--- config.mk ---
export PLATFORM = sky130hd
export DESIGN_NAME = cmpl_irq_ctrl
export DESIGN_NICKNAME = d
export VERILOG_FILES = /design/src/rtl/irq_ctl_pkg.sv /design/src/rtl/irq_reg_decode.sv /design/src/rtl/irq_status_bank.sv /design/src/rtl/irq_enable_reg.sv /design/src/rtl/irq_notify.sv /design/src/rtl/cmpl_irq_ctrl.sv
export SDC_FILE = /design/constraint.sdc
export NUM_CORES = 1
export LEC_CHECK = 0
export ABC_AREA = 1
export BUFFER_PORTS_ARGS = -buffer_cell sky130_fd_sc_hd__buf_2
export CORE_AREA = 5 5 78 80
export CTS_CLUSTER_SIZE = 12
export DETAILED_ROUTE_END_ITERATION = 10
export DIE_AREA = 0 0 83 85
export GPL_TIMING_DRIVEN = 0
export PLACE_DENSITY = 0.75
export SLEW_MARGIN = 20
export SYNTH_ARGS = -nofsm -noshare
export SYNTH_HDL_FRONTEND = slang
export SYNTH_HIERARCHICAL = 1
export SYNTH_SLANG_ARGS = --single-unit
--- constraint.sdc ---
create_clock -name clk -period 0.8 [get_ports clk]
set_input_delay 0.12 -clock clk [delete_from_list [all_inputs] [get_ports clk]]
set_output_delay 0.12 -clock clk [all_outputs]
set_load 0.05 [all_outputs]
--- src/rtl/irq_ctl_pkg.sv ---
package irq_ctl_pkg;

  localparam int unsigned REG_W    = 32;
  localparam int unsigned NUM_SRC  = 2;
  localparam int unsigned CMPL_BIT = 0;
  localparam int unsigned MSG_BIT  = 1;
  localparam logic [REG_W-1:0] UNMAPPED_VAL = '1;

  // Write-one-to-clear update with set priority
  function automatic logic [NUM_SRC-1:0] w1c_next(
    input logic [NUM_SRC-1:0] cur,
    input logic [NUM_SRC-1:0] clr,
    input logic [NUM_SRC-1:0] set
  );
    return (cur & ~clr) | set;
  endfunction

  // Interrupt condition: any enabled source pending
  function automatic logic irq_cond(
    input logic [NUM_SRC-1:0] st,
    input logic [REG_W-1:0]   en
  );
    return |(st & en[NUM_SRC-1:0]);
  endfunction

endpackage

--- src/rtl/irq_reg_decode.sv ---
module irq_reg_decode
  import irq_ctl_pkg::*;
#(
  parameter int unsigned ADDR_W   = 4,
  parameter int unsigned STAT_OFS = 0,
  parameter int unsigned EN_OFS   = 4
) (
  input  logic              wr_en,
  input  logic [ADDR_W-1:0] addr,
  input  logic [REG_W-1:0]  stat_word,
  input  logic [REG_W-1:0]  en_word,
  output logic              st_wr,
  output logic              en_wr,
  output logic [REG_W-1:0]  rdata
);

  localparam logic [ADDR_W-1:0] ST_A = ADDR_W'(STAT_OFS);
  localparam logic [ADDR_W-1:0] EN_A = ADDR_W'(EN_OFS);

  logic aligned;
  logic st_hit;
  logic en_hit;

  assign aligned = (addr[1:0] == 2'b00);
  assign st_hit  = aligned && (addr == ST_A);
  assign en_hit  = aligned && (addr == EN_A);
  assign st_wr   = wr_en && st_hit;
  assign en_wr   = wr_en && en_hit;

  always_comb begin
    rdata = UNMAPPED_VAL;
    if (st_hit) begin
      rdata = stat_word;
    end else if (en_hit) begin
      rdata = en_word;
    end
  end

endmodule

--- src/rtl/irq_status_bank.sv ---
module irq_status_bank
  import irq_ctl_pkg::*;
(
  input  logic               clk,
  input  logic               rst_n,
  input  logic [NUM_SRC-1:0] set_vec,
  input  logic               clr_en,
  input  logic [NUM_SRC-1:0] clr_vec,
  output logic [NUM_SRC-1:0] st_q,
  output logic [NUM_SRC-1:0] st_nxt
);

  assign st_nxt = clr_en ? w1c_next(st_q, clr_vec, set_vec) : (st_q | set_vec);

  always_ff @(posedge clk or negedge rst_n) begin
    if (!rst_n) begin
      st_q <= '0;
    end else begin
      st_q <= st_nxt;
    end
  end

  for (genvar i = 0; i < NUM_SRC; i++) begin : g_src_chk

    evt_sets_bit_chk: assert property (@(posedge clk) disable iff (!rst_n)
      set_vec[i] |=> st_q[i]);

    w1c_clears_bit_chk: assert property (@(posedge clk) disable iff (!rst_n)
      (clr_en && clr_vec[i] && !set_vec[i]) |=> !st_q[i]);

    untouched_bit_holds_chk: assert property (@(posedge clk) disable iff (!rst_n)
      (!(clr_en && clr_vec[i]) && !set_vec[i]) |=> $stable(st_q[i]));
  end

endmodule

--- src/rtl/irq_enable_reg.sv ---
module irq_enable_reg
  import irq_ctl_pkg::*;
(
  input  logic             clk,
  input  logic             rst_n,
  input  logic             wr,
  input  logic [REG_W-1:0] wdata,
  output logic [REG_W-1:0] en_q,
  output logic [REG_W-1:0] en_nxt
);

  assign en_nxt = wr ? wdata : en_q;

  always_ff @(posedge clk or negedge rst_n) begin
    if (!rst_n) begin
      en_q <= '0;
    end else begin
      en_q <= en_nxt;
    end
  end


  en_replace_chk: assert property (@(posedge clk) disable iff (!rst_n)
    wr |=> (en_q == $past(wdata)));

endmodule

--- src/rtl/irq_notify.sv ---
module irq_notify
  import irq_ctl_pkg::*;
(
  input  logic               clk,
  input  logic               rst_n,
  input  logic               msi_en,
  input  logic               upd,
  input  logic               st_wr,
  input  logic               cmpl_pending,
  input  logic [NUM_SRC-1:0] st_q,
  input  logic [REG_W-1:0]   en_q,
  input  logic [NUM_SRC-1:0] st_nxt,
  input  logic [REG_W-1:0]   en_nxt,
  output logic               irq_level,
  output logic               msi_pulse,
  output logic               retry_req
);

  logic cond_now;
  logic cond_nxt;
  logic pulse_q;
  logic retry_q;

  assign cond_now = irq_cond(st_q, en_q);
  assign cond_nxt = irq_cond(st_nxt, en_nxt);

  always_ff @(posedge clk or negedge rst_n) begin
    if (!rst_n) begin
      pulse_q <= 1'b0;
      retry_q <= 1'b0;
    end else begin
      pulse_q <= msi_en && upd && cond_nxt;
      retry_q <= st_wr && cmpl_pending;
    end
  end

  assign irq_level = !msi_en && cond_now;
  assign msi_pulse = pulse_q;
  assign retry_req = retry_q;


  msi_level_quiet_chk: assert property (@(posedge clk) disable iff (!rst_n)
    msi_en |-> !irq_level);

  pulse_cause_chk: assert property (@(posedge clk) disable iff (!rst_n)
    msi_pulse |-> $past(upd && msi_en));

  retry_cause_chk: assert property (@(posedge clk) disable iff (!rst_n)
    retry_req |-> $past(st_wr && cmpl_pending));

  retry_fire_chk: assert property (@(posedge clk) disable iff (!rst_n)
    (st_wr && cmpl_pending) |=> retry_req);

endmodule

--- src/rtl/cmpl_irq_ctrl.sv ---
module cmpl_irq_ctrl
  import irq_ctl_pkg::*;
#(
  parameter int unsigned ADDR_W   = 4,
  parameter int unsigned STAT_OFS = 0,
  parameter int unsigned EN_OFS   = 4
) (
  input  logic              clk,
  input  logic              rst_n,
  input  logic              reg_wr,
  input  logic [ADDR_W-1:0] reg_addr,
  input  logic [31:0]       reg_wdata,
  output logic [31:0]       reg_rdata,
  input  logic              evt_cmpl,
  input  logic              evt_msg,
  input  logic              cmpl_pending,
  input  logic              msi_en,
  output logic              irq_level,
  output logic              msi_pulse,
  output logic              retry_req
);

  localparam int unsigned PAD_W = REG_W - NUM_SRC;

  logic               st_wr;
  logic               en_wr;
  logic               upd;
  logic               map_miss;
  logic [NUM_SRC-1:0] set_vec;
  logic [NUM_SRC-1:0] st_q;
  logic [NUM_SRC-1:0] st_nxt;
  logic [REG_W-1:0]   en_q;
  logic [REG_W-1:0]   en_nxt;
  logic [REG_W-1:0]   stat_word;

  assign set_vec[CMPL_BIT] = evt_cmpl;
  assign set_vec[MSG_BIT]  = evt_msg;
  assign stat_word = {{PAD_W{1'b0}}, st_q};
  assign upd       = st_wr || en_wr || evt_cmpl || evt_msg;
  assign map_miss  = reg_wr && !st_wr && !en_wr;

  irq_reg_decode #(
    .ADDR_W  (ADDR_W),
    .STAT_OFS(STAT_OFS),
    .EN_OFS  (EN_OFS)
  ) u_decode (
    .wr_en    (reg_wr),
    .addr     (reg_addr),
    .stat_word(stat_word),
    .en_word  (en_q),
    .st_wr    (st_wr),
    .en_wr    (en_wr),
    .rdata    (reg_rdata)
  );

  irq_status_bank u_status (
    .clk    (clk),
    .rst_n  (rst_n),
    .set_vec(set_vec),
    .clr_en (st_wr),
    .clr_vec(reg_wdata[NUM_SRC-1:0]),
    .st_q   (st_q),
    .st_nxt (st_nxt)
  );

  irq_enable_reg u_enable (
    .clk   (clk),
    .rst_n (rst_n),
    .wr    (en_wr),
    .wdata (reg_wdata),
    .en_q  (en_q),
    .en_nxt(en_nxt)
  );

  irq_notify u_notify (
    .clk         (clk),
    .rst_n       (rst_n),
    .msi_en      (msi_en),
    .upd         (upd),
    .st_wr       (st_wr),
    .cmpl_pending(cmpl_pending),
    .st_q        (st_q),
    .en_q        (en_q),
    .st_nxt      (st_nxt),
    .en_nxt      (en_nxt),
    .irq_level   (irq_level),
    .msi_pulse   (msi_pulse),
    .retry_req   (retry_req)
  );


  stray_write_keeps_en_chk: assert property (@(posedge clk) disable iff (!rst_n)
    map_miss |=> $stable(en_q));

  level_low_when_idle_chk: assert property (@(posedge clk) disable iff (!rst_n)
    (st_q == '0) |-> !irq_level);

  reset_quiet_chk: assert property (@(posedge clk)
    !rst_n |-> (!irq_level && !msi_pulse && !retry_req));

endmodule

==> results of run 1 <==
cells in the mapped netlist, drive strengths merged:
cell | instances | share of area
clkbuf | 3 | 0.018
nand2 | 240 | 0.39
dfrtp | 36 | 0.38
nor2 | 5 | 0.011
a21oi | 2 | 0.0058
conb | 1 | 0.0016
nand3b | 1 | 0.0032
buf | 14 | 0.067
inv | 71 | 0.12
report_power, final:
group / total [mW] / switching [mW] / internal, mW / leakage, nW
combinational: 2.89 / 1.60 / 1.29 / 1.92
sequential: 2.39 / 0.231 / 2.16 / 0.451
clock: 1.38 / 0.677 / 0.703 / 0.0455
total: 6.66 / 2.51 / 4.15 / 2.41
timing repair:
action	CTS	global route
cloned	5	3
gates resized for setup	124	63
setup buffers	21	25
endpoints found under the hold margin	36	28
pin swaps	53	33
setup endpoints to repair	67	68
area by class of cell:
cell class | instances | share of cell area
clock buffers | 8 | 0.01909
inverters | 71 | 0.06497
plain buffers | 15 | 0.05198
well taps | 72 | 0.01909
repair buffers | 125 | 0.2721
flip-flops and latches | 36 | 0.1909
multi-input cells | 278 | 0.3819
kinds of logic (layout without fill, tap and decap cells):
group | Yosys count | after routing
AOI/OAI and AO/OA | 2 | 2
buffers and inverters | 88 | 219
DFF | 36 | 36
other | 1 | 30
and+or+nand+nor | 246 | 246
path summary, 6_finish.rpt:
path / from / end / slack, ns / cells past startpoint
hold reg to reg: u_enable/en_q[15]$_DFF_PN0_ / u_enable/en_q[15]$_DFF_PN0_ / 0.48 / 2
max in group asynchronous: rst_n / u_enable/en_q[9]$_DFF_PN0_ / 0.31 / 1
hold / removal: rst_n / u_enable/en_q[1]$_DFF_PN0_ / -0.06 / 1
setup / recovery: u_enable/en_q[30]$_DFF_PN0_ / reg_rdata[30] / -0.49 / 5
setup reg to reg: u_status/st_q[1]$_DFF_PN0_ / u_status/st_q[1]$_DFF_PN0_ / -0.25 / 5
min in group clk: cmpl_pending / u_notify/retry_req$_DFF_PN0_ / 0.01 / 3
metal layers:
layer,part of all wire,vias to the layer above,track usage
met5,0,-,0
met4,0.026,0,0.05498
met3,0.046,23,0.04660
met2,0.53,91,0.3863
met1,0.40,1272,0.2431
li1,-,1341,-
cell usage in the layout, fill, tap and decap left out:
master | netlist | layout
nand2_1 | 230 | 128
inv_1 | 69 | 65
nand2_2 | 10 | 64
buf_2 | 0 | 38
dfrtp_1 | 36 | 36
buf_4 | 2 | 33
conb_1 | 1 | 30
buf_6 | 11 | 28
nand2_4 | 0 | 25
buf_8 | 0 | 24
nand2_8 | 0 | 23
buf_12 | 1 | 7
clkbuf_8 | 3 | 6
buf_16 | 0 | 4
clkbuf_16 | 0 | 4
nor2_4 | 1 | 3
nor2_1 | 4 | 2
clkbuf_1 | 0 | 2
bufbuf_16 | 0 | 2
inv_8 | 1 | 2
inv_2 | 0 | 2
a21oi_2 | 1 | 2
inv_12 | 0 | 1
nand3b_1 | 1 | 1
clkinv_8 | 0 | 1
worst max-delay path, stage by stage (launching register included):
cell	delay, ns
dfrtp_1	0.41
inv_1	0.07
nand2_1	0.08
nand2_2	0.12
nand2_8	0.05
buf_6	0.15
per-stage QoR:
stage / setup slack, ns / setup TNS, ns / hold slack, ns
floorplan: -0.3408 / -11.73 / -0.1756
global placement: -0.5794 / -30.69 / 0.2628
detailed placement: -0.5990 / -31.95 / 0.2647
CTS: -0.4266 / -13.78 / -0.05461
global route: -0.5313 / -22.60 / -0.01025
finish: -0.4924 / -19.37 / -0.05853
flip-flops by register name, indices dropped and copies added, names as in the netlist:
signal,cells
u_notify/retry_req,1
u_status/st_q,2
u_enable/en_q,32
u_notify/msi_pulse,1
==> summary.txt, run 1 <==
Clock tree
  – Clock-pin slew on the worst setup and hold paths: 0.07 ns
  – Worst skew pair latency: 0.29 ns
  – TritonCTS Buffers: 5
  – H-tree lvl count: 2
  – Max clock buf depth: 2
  – Root Buffer: clkbuf_8
  – CTS sink count: 36
  – CTS tree: built

Yosys
  – #FFs+latches synth: 36
  – Avg Cell Area, Syn: 6.320 um2
  – Synthesized area: 2357 um2
  – Sequential area share after synthesis: 0.3822
  – Ys Warns: 6
  – Compound-Gate Fraction of Synth Area: 0.005839
  – XOR/XNOR Fraction of Synth Area: 0
  – Largest family of logic cells by synthesized area: simple AND/OR/NAND/NOR gates
  – Post-Syn Instances: 373
  – Synth Area in Simple Gates: 0.4071
  – Synth cell types: 16
  – Adder-Cell Fraction of Synth Area: 0
  – Post-synthesis mux area share: 0

Timing
  – Least-Margin Pin Slew: 0.8762 ns
  – RSZ-0062 raised after global routing: true
  – Final min period: 1.292 ns
  – Final setup fails: 70
  – Clock Skew: 0.0004788 ns
  – Final Max Slew Viols: 0
  – Slew margin rel.: 0.4159
  – Period utilization: 1.616
  – PnR worst setup slack: -0.4924 ns
  – Worst hold slack: -0.05853 ns
  – Max Freq: 0.7737 GHz
  – Hold violation count in the final report: 36

Floorplan
  – Die Y: 85 um
  – Ports: 78
  – Die Width: 83 um
  – Die footprint: 7055 um2
  – Core area: 5338 um2
  – Initial Util: 0.4416
  – Site Rows: 27

Worst setup path
  – Required time of the critical path: 0.68 ns
  – CP Launch Type: flop
  – Worst-path fanout max: 2
  – Critical path endpoint category: output pin
  – Crit path kind: flop to output pin
  – CP arrival: 1.17 ns

Layout
  – Non-filler instance count after layout: 605
  – Area added between synthesis and finish: 100.2%
  – Ant. Diodes: 0
  – Seq. cell area: 900.9 um2
  – Nets: 575
  – Fill cell count: 268
  – Area of the multi-input gates: 1802 um2
  – Layout cell share with drive strength beyond 1: 0.5047
  – Final Util: 0.8840
  – Finished Cell Area: 4718 um2

Min path
  – HP Class: primary input to async pin

Global routing
  – Largest net degree at the start of global routing: 37
  – Initial antenna violation count: 0
  – Vias in the first global route: 2,586
  – Global-route wire length before repair: 12.00 mm
  – Gr usage total: 0.2088
  – Total grt overflow: 0

Power and ir drop
  – Max VDD drop: 1.003 mV
  – Design Power: 6.659 mW
  – Leak pwr: 2.413 nW
  – Pwr/cell area: 1411 nW/um2

Route
  – DR pass1 iterations: 4
  – 1st-iter DRT viols: 104
  – DRC: 0
  – WL final: 8.920 mm
  – Vias per Instance: 4.507
  – Vias after detailed routing: 2,727
  – Wire length per cell: 14.74 um
  – Antenna Nets Post-Route: 0

Placed design
  – Count of input and output buffers: 76
  – Placed cell area: 3500 um2
  – Dpl cells: 550
  – DPL Wire Length: 4.239 mm
  – GPL Wtd Cong: 0.7682

Flow run
  – # Max-Cap Violations: 0

Outcome
  – Violated checks: negative hold slack, negative setup slack
  – Status: finished, violations left
Power figures use the tool's default switching activity.
==> run 2: changes to the inputs <==
CORE_AREA = 5 5 89 91   (was 5 5 78 80)
DIE_AREA = 0 0 94 96   (was 0 0 83 85)
PLACE_DENSITY = default   (was 0.75)
==> summary.txt, run 2 (same netlist as run 1, synthesis figures left out) <==
Route
  – Vias after detailed routing: 2,483 (-8.9%)
  – Antenna Nets Post-Route: 0 (unchanged)
  – 1st-iter DRT viols: 50 (-52%)
  – WL final: 6.813 mm (-24%)
  – DR pass1 iterations: 4 (unchanged)
  – DRC: 0 (unchanged)
  – Wire length per cell: 10.94 um (-26%)
  – Vias per Instance: 3.986 (-12%)

Timing
  – Period utilization: 1.544 (-0.07131)
  – Slew margin rel.: 0.4427 (+0.02679)
  – Max Freq: 0.8095 GHz (+4.6%)
  – Clock Skew: 0.0008430 ns (+0.0003642 ns)
  – Worst hold slack: -0.07190 ns (-0.01337 ns)
  – PnR worst setup slack: -0.4354 ns (+0.05705 ns)
  – Setup TNS: -15.15 ns (+4.215 ns)
  – Final Max Slew Viols: 0 (unchanged)
  – Least-Margin Pin Slew: 0.8360 ns (-0.04018 ns)
  – RSZ-0062 raised after global routing: true
  – Final setup fails: 68 (-2.9%)
  – Hold violation count in the final report: 36 (unchanged)
  – Final min period: 1.235 ns (-0.05705 ns)

Worst setup path
  – Crit path kind: flop to output pin
  – CP arrival: 1.12 ns (-0.05 ns)
  – R2R Setup Slk: -0.07 ns (+0.18 ns)
  – Critical path endpoint category: output pin
  – Cell depth of the worst flop-to-flop path: 5 (unchanged)
  – Worst r2r dst: u_notify/msi_pulse$_DFF_PN0_
  – Reg2reg start: u_status/st_q[0]$_DFF_PN0_
  – CP Launch Type: flop
  – Required time of the critical path: 0.68 ns (about the same)
  – Worst-path fanout max: 2 (unchanged)

Power and ir drop
  – Max VDD drop: 0.8752 mV (-13%)
  – Power share of the clock group: 0.267 (+0.060)
  – Net load switching power: 2.276 mW (-9.1%)
  – Net Sw Frac: 0.3417 (-0.03457)
  – Pwr/cell area: 1459 nW/um2 (+3.4%)
  – Logic pwr share: 0.381 (-0.053)
  – Leak pwr: 2.360 nW (-2.2%)
  – Internal Power: 4.385 mW (+5.6%)
  – Reg power frac: 0.351 (-0.008)

Floorplan
  – Core area: 7059 um2 (+32%)
  – Initial Util: 0.3339 (-0.1077)
  – Site Rows: 31 (+15%)
  – Die Y: 96 um (+13%)
  – Ports: 78 (unchanged)
  – Die Width: 94 um (+13%)
  – Die footprint: 9024 um2 (+28%)

Min path
  – HP Class: primary input to async pin

Outcome
  – Violated checks: negative hold slack, negative setup slack
  – Status: finished, violations left

Clock tree
  – Root Buffer: clkbuf_8
  – Max clock buf depth: 2 (unchanged)
  – Worst skew pair latency: 0.29 ns (about the same)
  – CTS tree: built
  – Clock-pin slew on the worst setup and hold paths: 0.08 ns (about the same)
  – CTS sink count: 36 (unchanged)
  – TritonCTS Buffers: 5 (unchanged)
  – H-tree lvl count: 2 (unchanged)

Global routing
  – Initial antenna violation count: 0 (unchanged)
  – Global-route wire length before repair: 10.86 mm (-9.5%)
  – Total grt overflow: 0 (unchanged)
  – Vias in the first global route: 2,378 (-8.0%)
  – Largest net degree at the start of global routing: 37 (unchanged)
  – Gr usage total: 0.1521 (-0.05667)

Layout
  – Biggest regs: u_enable/en_q: 32 flops, u_status/st_q: 2 flops
  – Nets: 566 (-1.6%)
  – Area added between synthesis and finish: 93.68%
  – Layout cell share with drive strength beyond 1: 0.4905 (-0.01423)
  – Max FFs per register: 32 (unchanged)
  – Largest register by flop count: u_enable/en_q
  – Leading cell type in the layout, fill and taps excluded: nand2_1
  – Leading cell types in the layout, fill and taps excluded: 133 x nand2_1, 67 x nand2_2, 65 x inv_1
  – Ant. Diodes: 0 (unchanged)

Placed design
  – Count of input and output buffers: 76 (unchanged)
  – Dpl ws: -0.6255 ns (-0.02650 ns)
  – GPL Wtd Cong: 0.7779 (+1.3%)
  – DPL Wire Length: 4.467 mm (+5.4%)

Flow run
  – # Max-Cap Violations: 0 (unchanged)
run 2: cell types whose count changed in the layout (fill, tap and decap cells not counted), moves of 3 or more:
cell     delta
nand2_4     -8
nand2_1     +5
buf_16      -4
buf_4       -4
nand2_2     +3
run 2: power by group through the flow:
stage                     Sequential (mW)  Clock [mW]  Combinational [mW]
final                                2.34        1.78                2.54
after global routing                 2.38        1.90                2.78
after CTS                            2.33        1.83                2.35
after detailed placement             2.38           0                1.87
after global placement               2.37           0                1.84
after floorplan                      2.37           0                1.50
run 2: metal layers:
layer  part of all wire  track usage  wire length, um  up-vias
li1                   -            -                -     1318
met1               0.42       0.1878             2862     1102
met2               0.52       0.2714             3522       56
met3              0.052      0.03440              355        7
met4              0.011      0.03249               72        0
met5                  0            0                0        -
run 2: stage by stage:
step                instance area (um2)  power (mW)  std cells  utilization
global route                       4566       7.061        623       0.6468
finish                             4566       6.662        623       0.6468
CTS                                4350       6.512        611       0.6163
floorplan                          3029       3.871        402            -
detailed placement                 3533       4.244        577       0.5005
global placement                   3533       4.208        577       0.5005
run 2: worst max-delay path by stage:
stage          depth (start not counted)  slack (ns)                            to                   startpoint
3_5_place_dp                           9       -0.63  u_notify/msi_pulse$_DFF_PN0_                  reg_addr[3]
6_report                               5       -0.44                 reg_rdata[27]  u_enable/en_q[27]$_DFF_PN0_
2_1_floorplan                          8       -0.34  u_notify/msi_pulse$_DFF_PN0_                  reg_addr[3]
3_3_place_gp                          10       -0.59  u_notify/msi_pulse$_DFF_PN0_                  reg_addr[1]
5_1_grt                                5       -0.49                 reg_rdata[29]  u_enable/en_q[29]$_DFF_PN0_
4_1_cts                                5       -0.43                 reg_rdata[28]  u_enable/en_q[28]$_DFF_PN0_
run 2: cell type report:
type / count / area [um2]
buffer: 16 / 255.2
inverter: 71 / 301.5
multi-input combinational: 278 / 1749
sequential: 36 / 900.9
tap: 99 / 123.9
timing repair buffer: 115 / 1109
fill: 639 / 2494
clock buffer: 7 / 96.34
clock inverter: 1 / 30.03
run 2: repair_timing:
item,CTS,global route
endpoints found under the hold margin,36,0
setup buffers,25,10
pin swaps,63,24
setup endpoints to repair,67,68
gates cloned,2,2
gates resized for setup,138,29
run 2: worst max-delay path, stage by stage (launching register included):
cell and delay, ns:
dfrtp_1 0.39, inv_1 0.06, nand2_1 0.05, nand2_2 0.11, nand2_8 0.06, buf_8 0.15
